**src/rtl/dbg_arb_pkg.sv**
```systemverilog
package dbg_arb_pkg;

  typedef enum logic [1:0] {
    ARB_IDLE       = 2'd0,
    ARB_STALL_WAIT = 2'd1,
    ARB_DEBUG_OWN  = 2'd2,
    ARB_RECLAIM    = 2'd3
  } arb_state_e;

  // fetch stall is requested while waiting for the drain and while owning
  function automatic logic stall_of(arb_state_e st);
    return (st == ARB_STALL_WAIT) || (st == ARB_DEBUG_OWN);
  endfunction

  function automatic logic grant_of(arb_state_e st);
    return st == ARB_DEBUG_OWN;
  endfunction

  // the core keeps its bus enable unless the debug side owns it
  function automatic logic core_en_of(arb_state_e st);
    return st != ARB_DEBUG_OWN;
  endfunction

  // width able to hold the value n (at least one bit)
  function automatic int cnt_width(int n);
    return (n < 1) ? 1 : $clog2(n + 1);
  endfunction

endpackage

```
**src/rtl/dbg_req_hold.sv**
```systemverilog
module dbg_req_hold (
  input  logic clk,
  input  logic rst_n,
  input  logic dbg_req,
  input  logic accept,
  output logic req_seen
);
  logic pend_q;

  always_ff @(posedge clk or negedge rst_n) begin
    if (!rst_n)      pend_q <= 1'b0;
    else if (accept) pend_q <= 1'b0;
    else if (dbg_req) pend_q <= 1'b1;
  end

  assign req_seen = pend_q | dbg_req;
endmodule

```
**src/rtl/dbg_arb_hold.sv**
```systemverilog
module dbg_arb_hold #(
  parameter int HOLD_CYCLES = 1,
  localparam int HOLD_W = dbg_arb_pkg::cnt_width(HOLD_CYCLES)
) (
  input  logic clk,
  input  logic rst_n,
  input  logic load,
  input  logic tick,
  output logic open_o
);
  logic [HOLD_W-1:0] cnt_q;

  always_ff @(posedge clk or negedge rst_n) begin
    if (!rst_n)                           cnt_q <= '0;
    else if (load)                        cnt_q <= HOLD_W'(HOLD_CYCLES);
    else if (tick && (cnt_q != '0))       cnt_q <= cnt_q - 1'b1;
  end

  assign open_o = (cnt_q == '0);
endmodule

```
**src/rtl/dbg_arb_fsm.sv**
```systemverilog
module dbg_arb_fsm
  import dbg_arb_pkg::*;
(
  input  logic       clk,
  input  logic       rst_n,
  input  logic       req_seen,
  input  logic       hold_open,
  input  logic       core_bus_busy,
  input  logic       dbg_xfer_done,
  output arb_state_e state_o,
  output logic       ev_accept,
  output logic       ev_drain,
  output logic       ev_release
);
  arb_state_e st_q, st_d;

  assign ev_accept  = (st_q == ARB_IDLE) && req_seen && hold_open;
  assign ev_drain   = (st_q == ARB_STALL_WAIT) && !core_bus_busy;
  assign ev_release = (st_q == ARB_DEBUG_OWN) && dbg_xfer_done;

  always_comb begin
    st_d = st_q;
    unique case (st_q)
      ARB_IDLE:       if (ev_accept)  st_d = ARB_STALL_WAIT;
      ARB_STALL_WAIT: if (ev_drain)   st_d = ARB_DEBUG_OWN;
      ARB_DEBUG_OWN:  if (ev_release) st_d = ARB_RECLAIM;
      ARB_RECLAIM:                    st_d = ARB_IDLE;
      default:                        st_d = ARB_IDLE;
    endcase
  end

  always_ff @(posedge clk or negedge rst_n) begin
    if (!rst_n) st_q <= ARB_IDLE;
    else        st_q <= st_d;
  end

  assign state_o = st_q;
endmodule

```
**src/rtl/dbg_reg_guard.sv**
```systemverilog
module dbg_reg_guard (
  input  logic clk,
  input  logic rst_n,
  input  logic dbg_reg_cmd,
  input  logic core_halted,
  output logic reg_err,
  output logic reg_ack
);
  always_ff @(posedge clk or negedge rst_n) begin
    if (!rst_n) begin
      reg_err <= 1'b0;
      reg_ack <= 1'b0;
    end else begin
      reg_err <= dbg_reg_cmd && !core_halted;
      reg_ack <= dbg_reg_cmd &&  core_halted;
    end
  end
endmodule

```
**src/rtl/dbg_bus_arb.sv**
```systemverilog
module dbg_bus_arb
  import dbg_arb_pkg::*;
#(
  parameter int HOLD_CYCLES = 1
) (
  input  logic clk,
  input  logic rst_n,
  input  logic dbg_req,
  input  logic dbg_xfer_done,
  input  logic dbg_reg_cmd,
  input  logic core_halted,
  input  logic core_bus_busy,
  output logic fetch_stall,
  output logic dbg_grant,
  output logic core_bus_en,
  output logic reg_err,
  output logic reg_ack
);
  arb_state_e state;
  logic req_seen, hold_open;
  logic ev_accept, ev_drain, ev_release;
  logic ev_reclaim;

  assign ev_reclaim = (state == ARB_RECLAIM);

  dbg_req_hold u_req (
    .clk      (clk),
    .rst_n    (rst_n),
    .dbg_req  (dbg_req),
    .accept   (ev_accept),
    .req_seen (req_seen)
  );

  dbg_arb_hold #(.HOLD_CYCLES(HOLD_CYCLES)) u_hold (
    .clk    (clk),
    .rst_n  (rst_n),
    .load   (ev_reclaim),
    .tick   (state == ARB_IDLE),
    .open_o (hold_open)
  );

  dbg_arb_fsm u_fsm (
    .clk           (clk),
    .rst_n         (rst_n),
    .req_seen      (req_seen),
    .hold_open     (hold_open),
    .core_bus_busy (core_bus_busy),
    .dbg_xfer_done (dbg_xfer_done),
    .state_o       (state),
    .ev_accept     (ev_accept),
    .ev_drain      (ev_drain),
    .ev_release    (ev_release)
  );

  dbg_reg_guard u_guard (
    .clk         (clk),
    .rst_n       (rst_n),
    .dbg_reg_cmd (dbg_reg_cmd),
    .core_halted (core_halted),
    .reg_err     (reg_err),
    .reg_ack     (reg_ack)
  );

  assign fetch_stall = stall_of(state);
  assign dbg_grant   = grant_of(state);
  assign core_bus_en = core_en_of(state);
endmodule

```
**config.mk**
```make
export PLATFORM = sky130hd
export DESIGN_NAME = dbg_bus_arb
export DESIGN_NICKNAME = d
export VERILOG_FILES = /design/src/rtl/dbg_arb_pkg.sv /design/src/rtl/dbg_req_hold.sv /design/src/rtl/dbg_arb_hold.sv /design/src/rtl/dbg_arb_fsm.sv /design/src/rtl/dbg_reg_guard.sv /design/src/rtl/dbg_bus_arb.sv
export SDC_FILE = /design/constraint.sdc
export NUM_CORES = 1
export LEC_CHECK = 0
export BUFFER_PORTS_ARGS = -buffer_cell sky130_fd_sc_hd__buf_2
export CAP_MARGIN = 10
export CORE_AREA = 2 2 39 41
export DETAILED_ROUTE_END_ITERATION = 10
export DIE_AREA = 0 0 41 43
export HOLD_SLACK_MARGIN = 0.06
export PLACE_DENSITY = 0.59
export SYNTH_ARGS = -nofsm -noshare
export SYNTH_HDL_FRONTEND = slang
export SYNTH_HIERARCHICAL = 1
export SYNTH_SLANG_ARGS = --single-unit
export TNS_END_PERCENT = 30
```
**constraint.sdc**
```tcl
create_clock -name clk -period 4.7 [get_ports clk]
set_input_delay 0.235 -clock clk [delete_from_list [all_inputs] [get_ports clk]]
set_output_delay 0.235 -clock clk [all_outputs]
set_load 0.05 [all_outputs]
```
==> reports/results.tsv, run 1 <==
metric	value	unit
pwr/cell area	711	nW/µm²
Cell Area, Synth	372	µm²
GP Congestion	0.790	
area of the core	1380	µm²
Final Instance Area	479	µm²
post-route clock period utilization	33.2	%
combinational share of power	60.5	%
post-route ant nets	0	
DRC	0	
R2R cell count	5	
setup_tns	0	ps
hold path start	dbg_reg_cmd	
final setup fails	0	
headroom to the max-slew limit	83.6	%
fin nets	64	
CP startpoint	u_fsm/state_o[0]	
# fillers	138	
DR vias	249	
Sequential Power Share	26.2	%
register area	150	µm²
CP Launch Type	flop	
Peak VDD IR	0.283	mV
Arr. time, crit path	1680	ps
Worst-path clk slew	40	ps
clock latency at the later pin of the worst-skew pair	240	ps
Sink Count	6	
fin. max-slew vios	0	
r2r endpoint	u_fsm/state_o[1]	
Die Y-Extent	43	µm
First-pass DRT Iterations	1	
dpl hpwl	483	µm
Syn Inst Count	32	
clock root cell	clkbuf_4	
crit path time final	1560	ps
vias per cell	3.95	
Worst Hold End	u_guard/reg_ack	
final worst setup slack	3140	ps
Yosys warnings	6	
switching power	0.162	mW
WL per Instance	9.06	µm
r2r setup slk	3140	ps
RSZ-0062 raised after global routing	false	
Ports	12	
DR iter-0 viols	0	
setup bufs post-CTS	0	
grt ovf	0	
TritonCTS clock tree	done	
Initial Utilization	26.9	%
Global Route Usage Sum	8.55	%
largest net degree at the start of global routing	8	
status	complete, no violations	
Worst Tran Pin Value	248	ps
critical path data required time	4820	ps
first-pass GRT wire length	966	µm
max-cap violations	0	
Die Area	1760	µm²
layout cells sized above 1	42.6	%
Mapped Avg Cell Area	11.6	µm²
syn nets	47	
Final Hold Fails	0	
Leak	0.269	nW
n_diodes	0	
critical path class	flop to flop	
Max Clk Rate	0.642	GHz
Final Skew	3.40	ps
Cell Area, Placed	447	µm²
# port buffers	11	
worst min path class	input pin to flop	
htree depth	1	
DP Worst Slack	3130	ps
synthesis-to-finish area growth	29.0	%
multi-input logic area	199	µm²
number of global-route vias before repair	268	
Power Internal	0.178	mW
Worst setup EP type	flop	
Post-Route WL	571	µm
number of buffers created by CTS	3	
Max clock buf depth	2	
num rows	14	
Crit Reg-Reg Startpoint	u_fsm/state_o[0]	
Die W	41	µm
initial antenna violation count	0	
CP max FO	4	
Clock Power Share	13.3	%
Net Sw Frac	47.7	%
Worst Hold Depth	2	
power by group through the flow:
stage                     Combinational, mW  Clock, mW  Sequential (mW)
after global routing                  0.227     0.0483           0.0940
final                                 0.206     0.0453           0.0892
after CTS                             0.208     0.0474           0.0905
after floorplan                       0.176          0           0.0892
after global placement                0.204          0           0.0899
after detailed placement              0.207          0           0.0912
final cells by class:
type                            count  area share, %
Clock buffer                        3           4.70
Multi-Input combinational cell     20           41.5
Timing Repair Buffer               12           13.6
Sequential cell                     6           31.3
Inverter                            6           4.70
Tap cell                           16           4.18
placed cells by master, fill, tap and decap left out, drive strengths merged:
| cell type | count |
|---|---|
| mux2 | 1 |
| inv | 6 |
| and2 | 1 |
| a221o | 1 |
| nor2 | 1 |
| and3 | 1 |
| and2b | 1 |
| o21bai | 1 |
| buf | 11 |
| o21ba | 1 |
| clkbuf | 3 |
| ha | 8 |
| mux2i | 1 |
| dlygate4sd3 | 1 |
| or2 | 1 |
| nor2b | 1 |
| dfrtp | 6 |
| nand2 | 1 |
repair_timing:
action                                  CTS  global route
endpoints found under the hold margin     6             0
gates resized for setup                   0             0
endpoints found under the setup margin    0             0
hold buffers                              1             0
state kept, by name, summed over array words and instances (netlist names):
register,flops
u_guard/reg_err,1
u_fsm/state_o,2
u_guard/reg_ack,1
u_hold/cnt_q,1
u_req/pend_q,1
worst max-delay path: stages, from the launching register on:
cell and delay, ps:
dfrtp_1 390, inv_1 100, ha_1 210, nor2b_1 130
a221o_1 300, mux2_4 310
how the worst max path moves through the flow:
| stage | slack (ps) | cells after the start | endpoint |
|---|---|---|---|
| 3_3_place_gp | 3150 | 4 | u_fsm/state_o[1] |
| 6_report | 3140 | 5 | u_fsm/state_o[1] |
| 3_5_place_dp | 3130 | 5 | u_fsm/state_o[1] |
| 2_1_floorplan | 3210 | 5 | u_fsm/state_o[1] |
| 4_1_cts | 3130 | 4 | u_fsm/state_o[1] |
| 5_1_grt | 3020 | 4 | u_fsm/state_o[1] |
per-layer routing:
metal  global-route usage (%)  part of all wire, %
met4                     10.0                    0
met3                        0                  2.5
met1                     8.41                   40
met5                        0                    0
met2                     13.8                   58
per-stage QoR:
step / hold WS [ps] / power, mW / std cells / util [%]
after floorplan: -60.6 / 0.266 / 32 / -
after global placement: 63.5 / 0.294 / 59 / 32.3
after detailed placement: 65.9 / 0.298 / 59 / 32.3
after CTS: 228 / 0.346 / 63 / 34.6
after global routing: 249 / 0.370 / 63 / 34.6
final: 233 / 0.341 / 63 / 34.6
No activity file was read; power rests on OpenSTA's default activity.
==> inputs of run 2 (changes only) <==
PLACE_DENSITY = 0.61   (was 0.59)
clock period = 1.3 ns   (was 4.7 ns; I/O delays follow)
==> reports/results.tsv, run 2 (same netlist as run 1, synthesis figures left out) <==
metric	value	unit	change
initial antenna violation count	0		unchanged
multi-input logic area	231	µm²	+16%
most frequent cells in the layout	buf_2, ha_1, buf_4, dfrtp_1		
# port buffers	11		unchanged
number of buffers created by CTS	3		unchanged
final worst setup slack	-170	ps	-3310 ps
Peak VDD IR	0.848	mV	+200%
grt ovf	0		unchanged
num rows	14		unchanged
Final Hold Fails	0		unchanged
number of global-route vias before repair	319		+19%
Initial Utilization	26.9	%	unchanged
area of the core	1380	µm²	unchanged
Max Clk Rate	0.680	GHz	+6.1%
htree depth	1		unchanged
worst min path class	input pin to flop		
total power	1.71	mW	+400%
Die Y-Extent	43	µm	unchanged
CP Cell Sequence	ha_4 > nor2b_4 > a221o_1 > buf_6 > mux2i_4		
crit-path max cell delay	440	ps	+50 ps
Arr. time, crit path	1580	ps	-100 ps
pwr/cell area	2760	nW/µm²	+290%
DR vias	301		+21%
RSZ-0062 raised after global routing	true		
fin. max-slew vios	0		unchanged
critical path class	flop to flop		
CP max-delay cell	dfrtp_2		
dpl hpwl	596	µm	+23%
most common cell after layout, fill and taps aside	buf_2		
layout cells sized above 1	59.6	%	+17 points
post-route clock period utilization	113	%	+80 points
GP Congestion	0.700		-11%
Worst Tran Pin Value	247	ps	-1.34 ps
Ports	12		unchanged
Die W	41	µm	unchanged
Post-Route WL	835	µm	+46%
clock latency at the later pin of the worst-skew pair	240	ps	about the same
largest net degree at the start of global routing	7		-1
critical path data required time	1420	ps	-3400 ps
Max clock buf depth	2		unchanged
WL per Instance	11.4	µm	+26%
Worst setup EP type	flop		
fin nets	74		+16%
TritonCTS clock tree	done		
final setup fails	4		+4
# fillers	135		-2.2%
headroom to the max-slew limit	83.6	%	+0.088 points
Sink Count	6		unchanged
violated checks	negative setup slack		
status	finished with violations		
first-pass GRT wire length	1320	µm	+36%
DRC	0		unchanged
Worst-path clk slew	50	ps	about the same
final core utilization	44.8	%	+10 points
register area	151	µm²	+0.83%
n_diodes	0		unchanged
r2r setup slk	-170	ps	-3310 ps
crit path time final	1470	ps	-89.0 ps
DR iter-0 viols	5		+5
max FFs per register	2		unchanged
synthesis-to-finish area growth	67.0	%	
First-pass DRT Iterations	3		+2
CP max FO	4		unchanged
Final Skew	4.67	ps	+1.27 ps
CP Launch Type	flop		
max-cap violations	0		unchanged
clock root cell	clkbuf_4		
vias per cell	4.12		+4.3%
Die Area	1760	µm²	unchanged
Global Route Usage Sum	11.6	%	+3.0 points
Leak	0.336	nW	+25%
post-route ant nets	0		unchanged
==> run 2: critical path, delay by kind of cell, from the launching register on <==
| kind | cells | cell delay, ps |
|---|---|---|
| AO/OA/AOI/OAI | 1 | 300 |
| adder cells (fa/ha/maj) | 1 | 170 |
| buffers and inverters | 1 | 140 |
| flip-flops | 1 | 440 |
| multiplexers | 1 | 170 |
| AND/OR/NAND/NOR | 1 | 110 |
==> run 2: cell type report <==
class                      count  area share, %
tap                           16           3.23
multi-input combinational     20           37.3
sequential                     6           24.4
clock buffer                   3           3.63
inverter                       6           3.63
timing repair buffer          22           27.8
==> run 2: worst paths after layout <==
check                            startpoint          endpoint  cells past startpoint
max reg2reg                u_fsm/state_o[1]  u_fsm/state_o[0]                      5
min                             core_halted   u_guard/reg_err                      2
min reg2reg                    u_req/pend_q      u_req/pend_q                      1
min in group asynchronous             rst_n  u_fsm/state_o[1]                      2
max in group asynchronous             rst_n  u_fsm/state_o[1]                      2
max                        u_fsm/state_o[1]  u_fsm/state_o[0]                      5
==> run 2: per-layer routing <==
layer / global-route usage, % / vias to the layer above / wire [µm]
met4: 8.00 / 0 / 0
met5: 0 / - / 0
met2: 19.7 / 2 / 514
met1: 11.9 / 149 / 310
li1: - / 150 / -
met3: 1.57 / 0 / 10
==> run 2: stage by stage <==
| step | hold slack (ps) | instance area (µm²) | cells | worst slack, ps | TNS [ps] |
|---|---|---|---|---|---|
| after floorplan | -231 | 374 | 32 | -148 | -148 |
| after global placement | -104 | 487 | 64 | -141 | -246 |
| after detailed placement | -93.3 | 487 | 64 | -162 | -319 |
| after CTS | 149 | 587 | 72 | -152 | -352 |
| after global routing | 150 | 621 | 73 | -210 | -574 |
| final | 164 | 621 | 73 | -170 | -371 |
==> run 2: what timing repair did <==
action,in CTS,in global routing
gates resized for setup,10,5
endpoints found under the setup margin,5,6
hold buffers,4,0
hold endpoints to repair,8,0
pin swaps,0,1
setup buffers,1,1
==> run 2: power by group <==
part           switching [mW]  leakage, nW  internal, mW
clock                  0.0693       0.0138         0.105
combinational           0.610        0.252         0.606
sequential             0.0608       0.0698         0.263
==> inputs of run 3 (changes only) <==
BUFFER_PORTS_ARGS = -buffer_cell sky130_fd_sc_hd__clkbuf_2   (was -buffer_cell sky130_fd_sc_hd__buf_2)
MAX_ROUTING_LAYER = met4   (was unset)
==> reports/results.tsv, run 3 (same netlist as run 1, synthesis figures left out) <==
metric	value	unit	change
R2R cell count	4		-1
Die W	41	µm	unchanged
setup_tns	-300	ps	+71.1 ps
Post-Route WL	694	µm	-17%
grt ovf	0		unchanged
violated checks	negative setup slack		
Arr. time, crit path	1560	ps	-20 ps
DR vias	278		-7.6%
Hold Worst Slack	73.1	ps	-90.4 ps
max-cap violations	0		unchanged
htree depth	1		unchanged
Peak VDD IR	1.01	mV	+19%
placed insts	66		+3.1%
Initial Utilization	26.9	%	unchanged
Worst Hold Depth	2		unchanged
num rows	14		unchanged
vias per cell	3.86		-6.4%
GP Congestion	0.736		+5.2%
dpl hpwl	574	µm	-3.6%
initial antenna violation count	0		unchanged
Ports	12		unchanged
final setup fails	3		-1
RSZ-0062 raised after global routing	true		
max FFs per register	2		unchanged
Final Hold Fails	0		unchanged
largest net degree at the start of global routing	7		unchanged
headroom to the max-slew limit	81.5	%	-2.1 points
Max clock buf depth	2		unchanged
WL per Instance	9.64	µm	-16%
Die Y-Extent	43	µm	unchanged
post-route clock period utilization	111	%	-1.9 points
total power	1.60	mW	-6.7%
pwr/cell area	2700	nW/µm²	-2.3%
post-route ant nets	0		unchanged
First-pass DRT Iterations	1		-2
DRC	0		unchanged
CP Launch Type	flop		
Sink Count	6		unchanged
Worst Tran Pin Value	279	ps	+31.7 ps
clock root cell	clkbuf_4		
number of buffers created by CTS	3		unchanged
Worst setup EP type	flop		
clock latency at the later pin of the worst-skew pair	240	ps	about the same
setup bufs post-CTS	0		-1
most frequent cells in the layout	clkbuf_2, ha_1, buf_4, inv_2, dfrtp_1		
n_diodes	0		unchanged
layout cells sized above 1	58.9	%	-0.72 points
status	finished with violations		
final worst setup slack	-145	ps	+24.6 ps
first-pass GRT wire length	1100	µm	-17%
worst min path class	input pin to flop		
Leak	0.331	nW	-1.6%
most common cell after layout, fill and taps aside	clkbuf_2		
CP max FO	3		-1
TritonCTS clock tree	done		
# port buffers	11		unchanged
Die Area	1760	µm²	unchanged
Finished Layout Cells	72		-1.4%
Final Skew	2.48	ps	-2.20 ps
Worst-path clk slew	40	ps	about the same
fin. max-slew vios	0		unchanged
number of global-route vias before repair	266		-17%
fin nets	73		-1.4%
critical path class	flop to flop		
Max Clk Rate	0.692	GHz	+1.7%
area of the core	1380	µm²	unchanged
critical path data required time	1420	ps	about the same
synthesis-to-finish area growth	59.6	%	
Global Route Usage Sum	9.89	%	-1.7 points
DR iter-0 viols	0		-5
crit path time final	1450	ps	-24.6 ps
## run 3: cell count changes in the layout (fill, tap and decap cells not counted), sizes merged
cell,previous run,this run
dlygate4sd3,3,2
buf,18,9
clkbuf,3,12
## run 3: path summary, 6_finish.rpt
kind	start	end	slack, ps
worst min-delay path	dbg_req	u_req/pend_q	70
worst max register to register	u_fsm/state_o[1]	u_fsm/state_o[1]	-150
min in group asynchronous	rst_n	u_guard/reg_err	180
worst max-delay path	u_fsm/state_o[1]	u_fsm/state_o[1]	-150
worst min register to register	u_req/pend_q	u_req/pend_q	490
max in group asynchronous	rst_n	u_fsm/state_o[1]	960
## run 3: per-layer routing
| layer | part of all wire (%) | wire (µm) | global-route usage (%) |
|---|---|---|---|
| met5 | 0 | 0 | - |
| met3 | 1.4 | 10 | 3.14 |
| met1 | 39 | 273 | 11.0 |
| met4 | 0 | 0 | 6.00 |
| met2 | 59 | 410 | 14.7 |
## run 3: worst max-delay path: stages, from the launching register on
cell	delay, ps
dfrtp_2	440
ha_4	170
nor2b_1	120
a221o_1	290
mux2_4	310
## run 3: stage by stage
stage	worst slack, ps	cell area [µm²]	utilization, %
3_3_place_gp	-107	502	36.3
5_1_grt	-180	593	42.9
3_5_place_dp	-150	502	36.3
2_1_floorplan	-148	374	-
6_report	-145	593	42.9
4_1_cts	-147	574	41.5
## run 3: where the power goes
part	internal [mW]	switching, mW
registers	0.263	0.0569
logic	0.551	0.559
clock network	0.104	0.0646
## run 3: cell type report
| class | count | area, µm² |
|---|---|---|
| Fill cell | 135 | 791 |
| Multi-Input combinational cell | 20 | 211 |
| Timing Repair Buffer | 21 | 165 |
| Sequential cell | 6 | 151 |
| Clock buffer | 3 | 22.5 |
| Inverter | 6 | 22.5 |
| Tap cell | 16 | 20.0 |
## run 3: repair_timing
action	4_1_cts	5_1_grt
endpoints found under the setup margin	5	6
hold endpoints to repair	7	0
hold buffers	3	0
resized for setup	6	8
